===== src/rtl/tap_pkg.sv =====
package tap_pkg;

   localparam int IR_W = 3;

   typedef enum logic [3:0] {
      ST_RESET     = 4'h0,
      ST_IDLE      = 4'h1,
      ST_SEL_DR    = 4'h2,
      ST_CAP_DR    = 4'h3,
      ST_SHIFT_DR  = 4'h4,
      ST_EX1_DR    = 4'h5,
      ST_PAUSE_DR  = 4'h6,
      ST_EX2_DR    = 4'h7,
      ST_UPD_DR    = 4'h8,
      ST_SEL_IR    = 4'h9,
      ST_CAP_IR    = 4'hA,
      ST_SHIFT_IR  = 4'hB,
      ST_EX1_IR    = 4'hC,
      ST_PAUSE_IR  = 4'hD,
      ST_EX2_IR    = 4'hE,
      ST_UPD_IR    = 4'hF
   } tap_state_e;

   typedef enum logic [1:0] {
      PATH_BYP = 2'd0,
      PATH_ID  = 2'd1,
      PATH_BSR = 2'd2
   } dr_path_e;

   localparam logic [IR_W-1:0] OP_PAD_DRIVE = 3'b000;
   localparam logic [IR_W-1:0] OP_IDENT     = 3'b001;
   localparam logic [IR_W-1:0] OP_SAMPLE_HZ = 3'b010;
   localparam logic [IR_W-1:0] OP_BYP_A     = 3'b011;
   localparam logic [IR_W-1:0] OP_SAMPLE    = 3'b100;
   localparam logic [IR_W-1:0] OP_RSVD      = 3'b101;
   localparam logic [IR_W-1:0] OP_BYP_B     = 3'b110;
   localparam logic [IR_W-1:0] OP_BYP_C     = 3'b111;

   localparam logic [IR_W-1:0] IR_CAP_PAT   = 3'b001;

endpackage


===== src/rtl/tap_fsm.sv =====
module tap_fsm
   import tap_pkg::*;
(
   input  logic       tck,
   input  logic       por_n,
   input  logic       tms,
   output tap_state_e state
);

   tap_state_e nxt;

   always_comb begin
      nxt = state;
      case (state)
         ST_RESET:    nxt = tms ? ST_RESET    : ST_IDLE;
         ST_IDLE:     nxt = tms ? ST_SEL_DR   : ST_IDLE;
         ST_SEL_DR:   nxt = tms ? ST_SEL_IR   : ST_CAP_DR;
         ST_CAP_DR:   nxt = tms ? ST_EX1_DR   : ST_SHIFT_DR;
         ST_SHIFT_DR: nxt = tms ? ST_EX1_DR   : ST_SHIFT_DR;
         ST_EX1_DR:   nxt = tms ? ST_UPD_DR   : ST_PAUSE_DR;
         ST_PAUSE_DR: nxt = tms ? ST_EX2_DR   : ST_PAUSE_DR;
         ST_EX2_DR:   nxt = tms ? ST_UPD_DR   : ST_SHIFT_DR;
         ST_UPD_DR:   nxt = tms ? ST_SEL_DR   : ST_IDLE;
         ST_SEL_IR:   nxt = tms ? ST_RESET    : ST_CAP_IR;
         ST_CAP_IR:   nxt = tms ? ST_EX1_IR   : ST_SHIFT_IR;
         ST_SHIFT_IR: nxt = tms ? ST_EX1_IR   : ST_SHIFT_IR;
         ST_EX1_IR:   nxt = tms ? ST_UPD_IR   : ST_PAUSE_IR;
         ST_PAUSE_IR: nxt = tms ? ST_EX2_IR   : ST_PAUSE_IR;
         ST_EX2_IR:   nxt = tms ? ST_UPD_IR   : ST_SHIFT_IR;
         ST_UPD_IR:   nxt = tms ? ST_SEL_DR   : ST_IDLE;
         default:     nxt = ST_RESET;
      endcase
   end

   always_ff @(posedge tck or negedge por_n) begin
      if (!por_n) state <= ST_RESET;
      else        state <= nxt;
   end

endmodule


===== src/rtl/tap_ir.sv =====
module tap_ir
   import tap_pkg::*;
(
   input  logic            tck,
   input  logic            por_n,
   input  logic            tdi,
   input  tap_state_e      state,
   output logic [IR_W-1:0] ir_q,
   output logic [IR_W-1:0] ir_sh,
   output dr_path_e        dr_path,
   output logic            hiz,
   output logic            drive
);

   always_ff @(posedge tck or negedge por_n) begin
      if (!por_n) begin
         ir_sh <= IR_CAP_PAT;
         ir_q  <= OP_IDENT;
      end else begin
         case (state)
            ST_CAP_IR:   ir_sh <= IR_CAP_PAT;
            ST_SHIFT_IR: ir_sh <= {tdi, ir_sh[IR_W-1:1]};
            ST_UPD_IR:   ir_q  <= ir_sh;
            ST_RESET:    ir_q  <= OP_IDENT;
            default:     ;
         endcase
      end
   end

   always_comb begin
      dr_path = PATH_BYP;
      hiz     = 1'b0;
      drive   = 1'b0;
      case (ir_q)
         OP_PAD_DRIVE: begin dr_path = PATH_BSR; hiz = 1'b1; drive = 1'b1; end
         OP_SAMPLE_HZ: begin dr_path = PATH_BSR; hiz = 1'b1; end
         OP_SAMPLE:    dr_path = PATH_BSR;
         OP_IDENT:     dr_path = PATH_ID;
         default:      dr_path = PATH_BYP;
      endcase
   end

endmodule


===== src/rtl/tap_dr.sv =====
module tap_dr
   import tap_pkg::*;
#(
   parameter int          BSR_LEN = 121,
   parameter logic [31:0] ID_WORD = 32'h0000_0001
)(
   input  logic               tck,
   input  logic               por_n,
   input  logic               tdi,
   input  tap_state_e         state,
   input  dr_path_e           dr_path,
   input  logic [BSR_LEN-1:0] bsr_cap_in,
   output logic [BSR_LEN-1:0] bsr_upd_out,
   output logic               dr_so
);

   localparam int ID_W = 32;

   logic cap, shf, upd;
   assign cap = (state == ST_CAP_DR);
   assign shf = (state == ST_SHIFT_DR);
   assign upd = (state == ST_UPD_DR);

   logic byp;
   always_ff @(posedge tck or negedge por_n) begin
      if (!por_n)                  byp <= 1'b0;
      else if (dr_path == PATH_BYP) begin
         if (cap)      byp <= 1'b0;
         else if (shf) byp <= tdi;
      end
   end

   logic [ID_W-1:0] id_sh;
   always_ff @(posedge tck or negedge por_n) begin
      if (!por_n)                 id_sh <= '0;
      else if (dr_path == PATH_ID) begin
         if (cap)      id_sh <= ID_WORD;
         else if (shf) id_sh <= {tdi, id_sh[ID_W-1:1]};
      end
   end

   logic [BSR_LEN-1:0] bsr_sh;
   logic [BSR_LEN-1:0] bsr_nxt;
   logic               bsr_on;
   assign bsr_nxt = {tdi, bsr_sh[BSR_LEN-1:1]};
   assign bsr_on  = (dr_path == PATH_BSR);

   for (genvar g = 0; g < BSR_LEN; g++) begin : g_cell
      always_ff @(posedge tck or negedge por_n) begin
         if (!por_n) begin
            bsr_sh[g]      <= 1'b0;
            bsr_upd_out[g] <= 1'b0;
         end else if (bsr_on) begin
            if (cap)      bsr_sh[g]      <= bsr_cap_in[g];
            else if (shf) bsr_sh[g]      <= bsr_nxt[g];
            if (upd)      bsr_upd_out[g] <= bsr_sh[g];
         end
      end
   end

   always_comb begin
      case (dr_path)
         PATH_ID:  dr_so = id_sh[0];
         PATH_BSR: dr_so = bsr_sh[0];
         default:  dr_so = byp;
      endcase
   end

endmodule


===== src/rtl/scan_tap_ctrl.sv =====
module scan_tap_ctrl
   import tap_pkg::*;
#(
   parameter int          BSR_LEN  = 121,
   parameter logic [3:0]  ID_REV   = 4'h1,
   parameter logic [9:0]  ID_CFG   = 10'h1C3,
   parameter logic [5:0]  ID_VEND  = 6'h0B,
   parameter logic [10:0] ID_MFR   = 11'h35A
)(
   input  logic               tck,
   input  logic               por_n,
   input  logic               tms,
   input  logic               tdi,
   input  logic [BSR_LEN-1:0] bsr_capture,
   output logic               tdo,
   output logic               tdo_oe,
   output logic               pins_hiz,
   output logic               pad_drive,
   output logic [BSR_LEN-1:0] bsr_update
);

   localparam logic [31:0] ID_WORD = {ID_REV, ID_CFG, ID_VEND, ID_MFR, 1'b1};

   if (BSR_LEN < 2) begin : g_bad_len
      $error("scan_tap_ctrl: BSR_LEN must be at least 2");
   end

   tap_state_e      state;
   logic [IR_W-1:0] ir_q;
   logic [IR_W-1:0] ir_sh;
   dr_path_e        dr_path;
   logic            dr_so;

   tap_fsm u_fsm (
      .tck   (tck),
      .por_n (por_n),
      .tms   (tms),
      .state (state)
   );

   tap_ir u_ir (
      .tck     (tck),
      .por_n   (por_n),
      .tdi     (tdi),
      .state   (state),
      .ir_q    (ir_q),
      .ir_sh   (ir_sh),
      .dr_path (dr_path),
      .hiz     (pins_hiz),
      .drive   (pad_drive)
   );

   tap_dr #(
      .BSR_LEN (BSR_LEN),
      .ID_WORD (ID_WORD)
   ) u_dr (
      .tck         (tck),
      .por_n       (por_n),
      .tdi         (tdi),
      .state       (state),
      .dr_path     (dr_path),
      .bsr_cap_in  (bsr_capture),
      .bsr_upd_out (bsr_update),
      .dr_so       (dr_so)
   );

   always_ff @(negedge tck or negedge por_n) begin
      if (!por_n) begin
         tdo    <= 1'b0;
         tdo_oe <= 1'b0;
      end else if (state == ST_SHIFT_IR) begin
         tdo    <= ir_sh[0];
         tdo_oe <= 1'b1;
      end else if (state == ST_SHIFT_DR) begin
         tdo    <= dr_so;
         tdo_oe <= 1'b1;
      end else begin
         tdo_oe <= 1'b0;
      end
   end

endmodule


===== config.mk =====
export PLATFORM = sky130hd
export DESIGN_NAME = scan_tap_ctrl
export DESIGN_NICKNAME = d
export VERILOG_FILES = /design/src/rtl/tap_pkg.sv /design/src/rtl/tap_fsm.sv /design/src/rtl/tap_ir.sv /design/src/rtl/tap_dr.sv /design/src/rtl/scan_tap_ctrl.sv
export SDC_FILE = /design/constraint.sdc
export NUM_CORES = 1
export LEC_CHECK = 0
export ABC_CLOCK_PERIOD_IN_PS = 2300
export CAP_MARGIN = 20
export CORE_MARGIN = 5
export CORE_UTILIZATION = 40
export CTS_BUF_LIST = sky130_fd_sc_hd__clkbuf_8 sky130_fd_sc_hd__clkbuf_16
export CTS_CLUSTER_DIAMETER = 200
export DETAILED_ROUTE_END_ITERATION = 8
export PLACE_DENSITY = 0.67
export RECOVER_POWER = 25
export SLEW_MARGIN = 30
export SYNTH_ARGS = -nofsm -noshare
export SYNTH_HDL_FRONTEND = slang
export SYNTH_SLANG_ARGS = --single-unit

===== constraint.sdc =====
create_clock -name tck -period 2.3 [get_ports tck]
set_clock_uncertainty 0.2 [all_clocks]
set_input_delay 0.46 -clock tck [delete_from_list [all_inputs] [get_ports tck]]
set_output_delay 0.46 -clock tck [all_outputs]
set_load 0.02 [all_outputs]

==> results of run 1 <==
[synth_stat cells (2+ instances only)]
| cell | number |
|---|---|
| a21boi_2 | 2 |
| a21oi_1 | 7 |
| a31oi_1 | 2 |
| and3_1 | 2 |
| and3b_1 | 2 |
| buf_1 | 7 |
| buf_2 | 21 |
| buf_4 | 3 |
| buf_6 | 9 |
| clkbuf_1 | 16 |
| dfrtn_1 | 2 |
| dfrtp_1 | 283 |
| dfstp_2 | 2 |
| ha_1 | 3 |
| inv_1 | 24 |
| mux2_1 | 5 |
| mux2_2 | 374 |
| mux2i_1 | 16 |
| nand2_1 | 25 |
| nand2b_1 | 2 |
| nand3_1 | 2 |
| nand4_1 | 2 |
| nor2_1 | 19 |
| nor2b_1 | 2 |
| nor3_1 | 4 |
| nor3b_1 | 2 |
| o211ai_1 | 3 |
| o21ai_0 | 6 |
| o221ai_1 | 2 |
| o22ai_1 | 2 |
| or3_1 | 2 |
[flip-flops by register name, summed over array words and instances (netlist names), 3 cells and up]
name              count
u_dr.bsr_nxt        120
u_dr.bsr_upd_out    121
u_dr.id_sh           32
u_fsm.state           4
u_ir.ir_q             3
u_ir.ir_sh            3
[per-stage QoR]
| step | util | worst slack, ps | setup TNS [ps] | hold WS, ps | power (mW) |
|---|---|---|---|---|---|
| final | 0.613 | -729 | -43680 | 306 | 16.1 |
| after global routing | 0.612 | -824 | -102130 | 315 | 16.9 |
| after CTS | 0.621 | -742 | -49960 | 309 | 16.2 |
| after detailed placement | 0.513 | -738 | -27810 | 292 | 9.90 |
| after global placement | 0.513 | -700 | -22020 | 269 | 9.79 |
| after floorplan | - | -690 | -829 | -35.6 | 8.51 |
[power groups by stage]
stage	Sequential (mW)	Clock (mW)	Combinational [mW]
6_report	5.98	4.96	5.16
5_1_grt	6.04	5.31	5.54
4_1_cts	5.97	5.08	5.18
3_5_place_dp	6.05	0	3.85
3_3_place_gp	6.02	0	3.77
2_1_floorplan	5.98	0	2.53
[area by class of cell]
| cell class | count | area [µm²] | area share |
|---|---|---|---|
| multi-input cells | 501 | 5790 | 0.301 |
| clock buffers | 42 | 927 | 0.0482 |
| flip-flops and latches | 287 | 7180 | 0.374 |
| clock inverters | 16 | 100 | 0.00521 |
| inverters | 24 | 92.6 | 0.00482 |
| well taps | 402 | 503 | 0.0262 |
| repair buffers | 385 | 4620 | 0.240 |
| diodes | 3 | 7.51 | 0.000390 |
[per-layer routing]
metal,up-vias,part of all wire
met1,4276,0.43
met4,4,0.028
met3,65,0.070
li1,3832,-
met5,-,0.00060
met2,223,0.47
[worst paths after layout]
path	from	slack (ps)	end	depth (start not counted)
max	u_ir.ir_q[0]$_DFFE_PN1P_	-730	tdo$_DFFE_NN0P_	6
min	u_dr.bsr_upd_out[80]$_DFFE_PN0P_	310	u_dr.bsr_upd_out[80]$_DFFE_PN0P_	1
max reg2reg	u_ir.ir_q[0]$_DFFE_PN1P_	-730	tdo$_DFFE_NN0P_	6
min reg2reg	u_dr.bsr_upd_out[80]$_DFFE_PN0P_	310	u_dr.bsr_upd_out[80]$_DFFE_PN0P_	1
max in group asynchronous	por_n	-80	u_dr.id_sh[5]$_DFFE_PN0P_	3
min in group asynchronous	por_n	630	u_dr.bsr_nxt[77]$_DFFE_PN0P_	3
[logic make-up after synthesis]
logic type                 after synthesis  share of synthesized area
AOI/OAI and AO/OA                       32                     0.0176
xor gates and xnor gates                 1                   0.000694
adders and majority gates                3                    0.00297
buffers and inverters                   80                     0.0321
DFF                                    287                      0.569
muxes                                  395                      0.351
and+or+nand+nor                         70                     0.0272
[repair_timing]
action                                  CTS  global route
pin swaps                                 5             2
endpoints found under the hold margin   245             0
buffers inserted                         59            11
hold buffers                              1             0
cloned                                   32             0
endpoints found under the setup margin  268           284
resized for setup                       262            72
[worst max-delay path, delay by kind of cell (launching register included)]
family                   cells  cell delay [ps]
AO/OA/AOI/OAI                3              410
AND/OR/NAND/NOR              1              350
buffers and inverters        1               40
flip-flops                   1              530
adder cells (fa/ha/maj)      1              180
==> metrics.txt, run 1 <==
final instance area 0.0192 mm²; Post-Layout Cell Count 1660; Net Sw Frac 0.278; Power per Cell Area 838 mW/mm²; initial antenna violation count 4; Synth area leader dfrtp_1; All-Layer GR Usage 0.195; CP required 1330 ps; final hold vios 0; Synth Cell Area 0.0126 mm²; critical path launch point type flop; worst-path cell chain inv_2 -> or3_4 -> ha_4 -> a221oi_2 -> a211o_1 -> o31ai_1; area grow syn2layout 52.2%; Synth Instances 868; class of the most critical setup path reg2reg; Post-Syn Area per Cell 14.6 µm²; clk slew on worst S/H paths 60 ps; failing checks setup timing; met2 GRT Util 0.319; Clock Path Buffers 3; row count 65; Worst slew margin 0.0143; post-synthesis sequential area ratio 0.569; gr ovfl total 0; die area 0.0352 mm²; WP data arrival 2060 ps; IO Port Bufs 249; drt total wl 34800 µm; Core ar. 0.0314 mm²; Static Leakage 9.54 nW; nets@finish 1358; Main synth FF type dfrtp_1; antenna-violating nets left 0; Starting Density 0.402; most frequent cells in the layout 283 x dfrtp_1, 239 x clkdlybuf4s50_1, 198 x mux2_2; P_int 11.6 mW; yosys warns 0; Peak supply drop 634 µV; leading cell type in the layout, fill and taps excluded dfrtp_1; Placed Area 0.0161 mm²; busiest grt layer met2; IO Count 250; DRT Pass-1 Iters 6; chip height 188 µm; setup ws final -729 ps; Worst Setup End Kind flop; detailed placer's ending HPWL 20500 µm; clock net sink count 287; final setup vio count 353; cts bufs inserted 31; DR vias/cell 5.06; H-Tree Depth 1; Initial DRC Count 344; max_cap viols 0; DRC 0; clock latency on the worst-skew pair 550 ps; status complete, but fails checks; Root Driver clkbuf_16; Slowest-stage cell, CP dfstp_2; Switch Pwr 4.47 mW; largest net degree at the start of global routing 113; #FFs+latches synth 287; clock power share 0.308; register share of total power 0.372; Die Wd 188 µm; Logic pwr share 0.321; met3 Track Usage GR 0.0596; placed insts 1524; fraction of layout cells with a size suffix above 1 0.466; Synthesized Nets 996; via count of the first global-routing pass 9423; Via Count 8400; final slew viol count 0; global-route wire length before repair 55400 µm; min-delay worst type reg2reg; crit-path max FO 2; CP max stage delay 530 ps; setup repair after global routing missed its margin yes; Unique masters post-synth 46; number of enable flip-flop cells after synthesis 0; Least-Margin Pin Slew 1480 ps; fillers 2323; Placer Congestion 0.780; Async S/R FF share, synth 1.00; met1 Use GR 0.252; Synth top area share 0.561; top cells by area, synth dfrtp_1 56%, mux2_2 33%, mux2i_1 1.3%; mean routed wirelength per cell 21.0 µm; CTS tree yes
Note: power is estimated with default switching activity, not from simulation.
==> run 2: changes to the inputs <==
==> constraint.sdc (replaced) <==
create_clock -name tck -period 2.3 [get_ports tck]
set_clock_uncertainty 0.2 [all_clocks]
set_input_delay 0.345 -clock tck [delete_from_list [all_inputs] [get_ports tck]]
set_output_delay 0.345 -clock tck [all_outputs]
set_load 0.02 [all_outputs]
==> run 2 against run 1 <==
Net effect:
- the flow still finishes with violations (setup timing)
- critical path depth stayed put
- final area is 0.77% lower
- first-iteration DRC count is 19% higher
- largest cell class unchanged
- largest power group unchanged
==> metrics.txt, run 2 (synthesis results as in run 1) <==
critical path launch point type flop (unchanged); Placer Congestion 0.731 (was 0.780); area grow syn2layout 51.1% (was 52.2%); final setup vio count 278 (was 353); Post-Route Hold Slack 291 ps (was 306 ps); final hold vios 0 (unchanged); fraction of layout cells with a size suffix above 1 0.460 (was 0.466); Via Count 8282 (was 8400); largest net degree at the start of global routing 145 (was 113); CP required 1300 ps (was 1330 ps); failing checks setup timing (unchanged); CTS tree yes (unchanged); cts bufs inserted 34 (was 31); setup ws final -705 ps (was -729 ps); IO Port Bufs 249 (unchanged); clock net sink count 287 (unchanged); most frequent cells in the layout 282 x dfrtp_1, 244 x clkdlybuf4s50_1, 242 x mux2_2 (was 283 x dfrtp_1, 239 x clkdlybuf4s50_1, 198 x mux2_2); setup repair after global routing missed its margin yes (unchanged); Starting Density 0.402 (unchanged); WP data arrival 2000 ps (was 2060 ps); Peak supply drop 516 µV (was 634 µV); detailed placer's ending HPWL 20100 µm (was 20500 µm); Initial DRC Count 409 (was 344); Largest Register u_dr.bsr_upd_out (unchanged); Hold Crit Depth 1 (unchanged); gr ovfl total 0 (unchanged); die area 0.0352 mm² (unchanged); post-place setup slack -746 ps (was -738 ps); Least-Margin Pin Slew 1020 ps (was 1480 ps); crit-path max FO 2 (unchanged); Clock Path Buffers 3 (unchanged); final slew viol count 0 (unchanged); Power per Cell Area 826 mW/mm² (was 838 mW/mm²); Static Leakage 9.39 nW (was 9.54 nW); FF+latch area 0.00719 mm² (was 0.00718 mm²); clk slew on worst S/H paths 60 ps (about the same); max_cap viols 0 (unchanged); H-Tree Depth 2 (was 1); min-delay worst type reg2reg (unchanged); Core ar. 0.0314 mm² (unchanged); mean routed wirelength per cell 20.7 µm (was 21.0 µm); initial antenna violation count 3 (was 4); status complete, but fails checks (unchanged); DR vias/cell 5.02 (was 5.06); Root Driver clkbuf_16 (unchanged); row count 65 (unchanged); multi-input logic area 0.00563 mm² (was 0.00579 mm²); fillers 2447 (was 2323); placed insts 1517 (was 1524); Worst slew margin 0.320 (was 0.0143); via count of the first global-routing pass 9329 (was 9423); class of the most critical setup path reg2reg (unchanged); DRT Pass-1 Iters 4 (was 6); number of flip-flops in the largest register 121 (unchanged); Worst Setup End Kind flop (unchanged); r2r worst-path depth 6 (unchanged); leading cell type in the layout, fill and taps excluded dfrtp_1 (unchanged); DRC 0 (unchanged); Post-Layout Cell Count 1650 (was 1660); All-Layer GR Usage 0.193 (was 0.195); Setup TNS -101630 ps (was -43680 ps); drt total wl 34200 µm (was 34800 µm); clock latency on the worst-skew pair 500 ps (was 550 ps); global-route wire length before repair 54600 µm (was 55400 µm); Die Wd 188 µm (unchanged); nets@finish 1349 (was 1358); antenna-violating nets left 0 (unchanged); chip height 188 µm (unchanged); IO Count 250 (unchanged)
run 2: layer usage:
| metal | GRT usage | share of wire | vias up |
|---|---|---|---|
| met5 | 0 | 0.00056 | - |
| met4 | 0.0508 | 0.020 | 4 |
| met3 | 0.0603 | 0.069 | 49 |
| met2 | 0.319 | 0.48 | 197 |
| met1 | 0.249 | 0.43 | 4221 |
| li1 | - | - | 3811 |
run 2: area by class of cell:
| class | count | share of cell area |
|---|---|---|
| inverter | 24 | 0.00472 |
| timing repair buffer | 373 | 0.237 |
| sequential | 287 | 0.377 |
| multi-input combinational | 501 | 0.295 |
| antenna | 1 | 0.000131 |
| clock buffer | 43 | 0.0529 |
| tap | 402 | 0.0264 |
| clock inverter | 19 | 0.00754 |
run 2: path summary, 6_finish.rpt:
check | start | endpoint | slack (ps)
max in group asynchronous | por_n | u_ir.ir_q[1]$_DFFE_PN0P_ | 420
hold / removal | u_dr.id_sh[24]$_DFFE_PN0P_ | u_dr.id_sh[24]$_DFFE_PN0P_ | 290
setup / recovery | u_ir.ir_q[0]$_DFFE_PN1P_ | tdo$_DFFE_NN0P_ | -710
hold reg to reg | u_dr.id_sh[24]$_DFFE_PN0P_ | u_dr.id_sh[24]$_DFFE_PN0P_ | 290
min in group asynchronous | por_n | u_dr.bsr_nxt[38]$_DFFE_PN0P_ | 610
setup reg to reg | u_ir.ir_q[0]$_DFFE_PN1P_ | tdo$_DFFE_NN0P_ | -710
run 2: through the flow:
stage	util	total power, mW	area (µm²)
final	0.608	15.8	19100
after global routing	0.608	16.6	19100
after CTS	0.612	15.9	19200
after detailed placement	0.512	9.94	16100
after global placement	0.512	9.84	16100
after floorplan	-	8.51	12700
run 2: critical path: stages, from the launching register on:
cell	delay [ps]
dfstp_2	530
inv_2	40
or3_4	340
ha_4	170
a221oi_2	220
a211o_1	130
o31ai_1	70
run 2: power breakdown:
| group | total (mW) | internal, mW | switching [mW] | leakage [nW] |
|---|---|---|---|---|
| sequential | 5.99 | 5.63 | 0.359 | 3.95 |
| clock | 5.43 | 3.32 | 2.11 | 0.603 |
| combinational | 4.35 | 2.53 | 1.83 | 4.84 |
| total | 15.8 | 11.5 | 4.29 | 9.39 |
run 2: repair_timing:
| item | CTS | global route |
|---|---|---|
| pin swaps | 2 | 0 |
| gates resized for setup | 180 | 48 |
| endpoints found under the hold margin | 283 | 0 |
| cloned | 31 | 1 |
| buffers inserted | 47 | 8 |
| setup endpoints to repair | 258 | 278 |
| hold buffers | 1 | 0 |
==> run 3: changes to the inputs <==
--- a/config.mk
+++ b/config.mk
@@ -8,3 +8,2 @@
 export ABC_CLOCK_PERIOD_IN_PS = 2300
-export CAP_MARGIN = 20
 export CORE_MARGIN = 5
==> constraint.sdc (replaced) <==
create_clock -name tck -period 2.3 [get_ports tck]
set_clock_uncertainty 0.2 [all_clocks]
set_input_delay 0.46 -clock tck [delete_from_list [all_inputs] [get_ports tck]]
set_output_delay 0.46 -clock tck [all_outputs]
set_load 0.02 [all_outputs]
==> results of run 3 <==
Same layout as run 1: the final DEF is identical, and so are final timing and power.
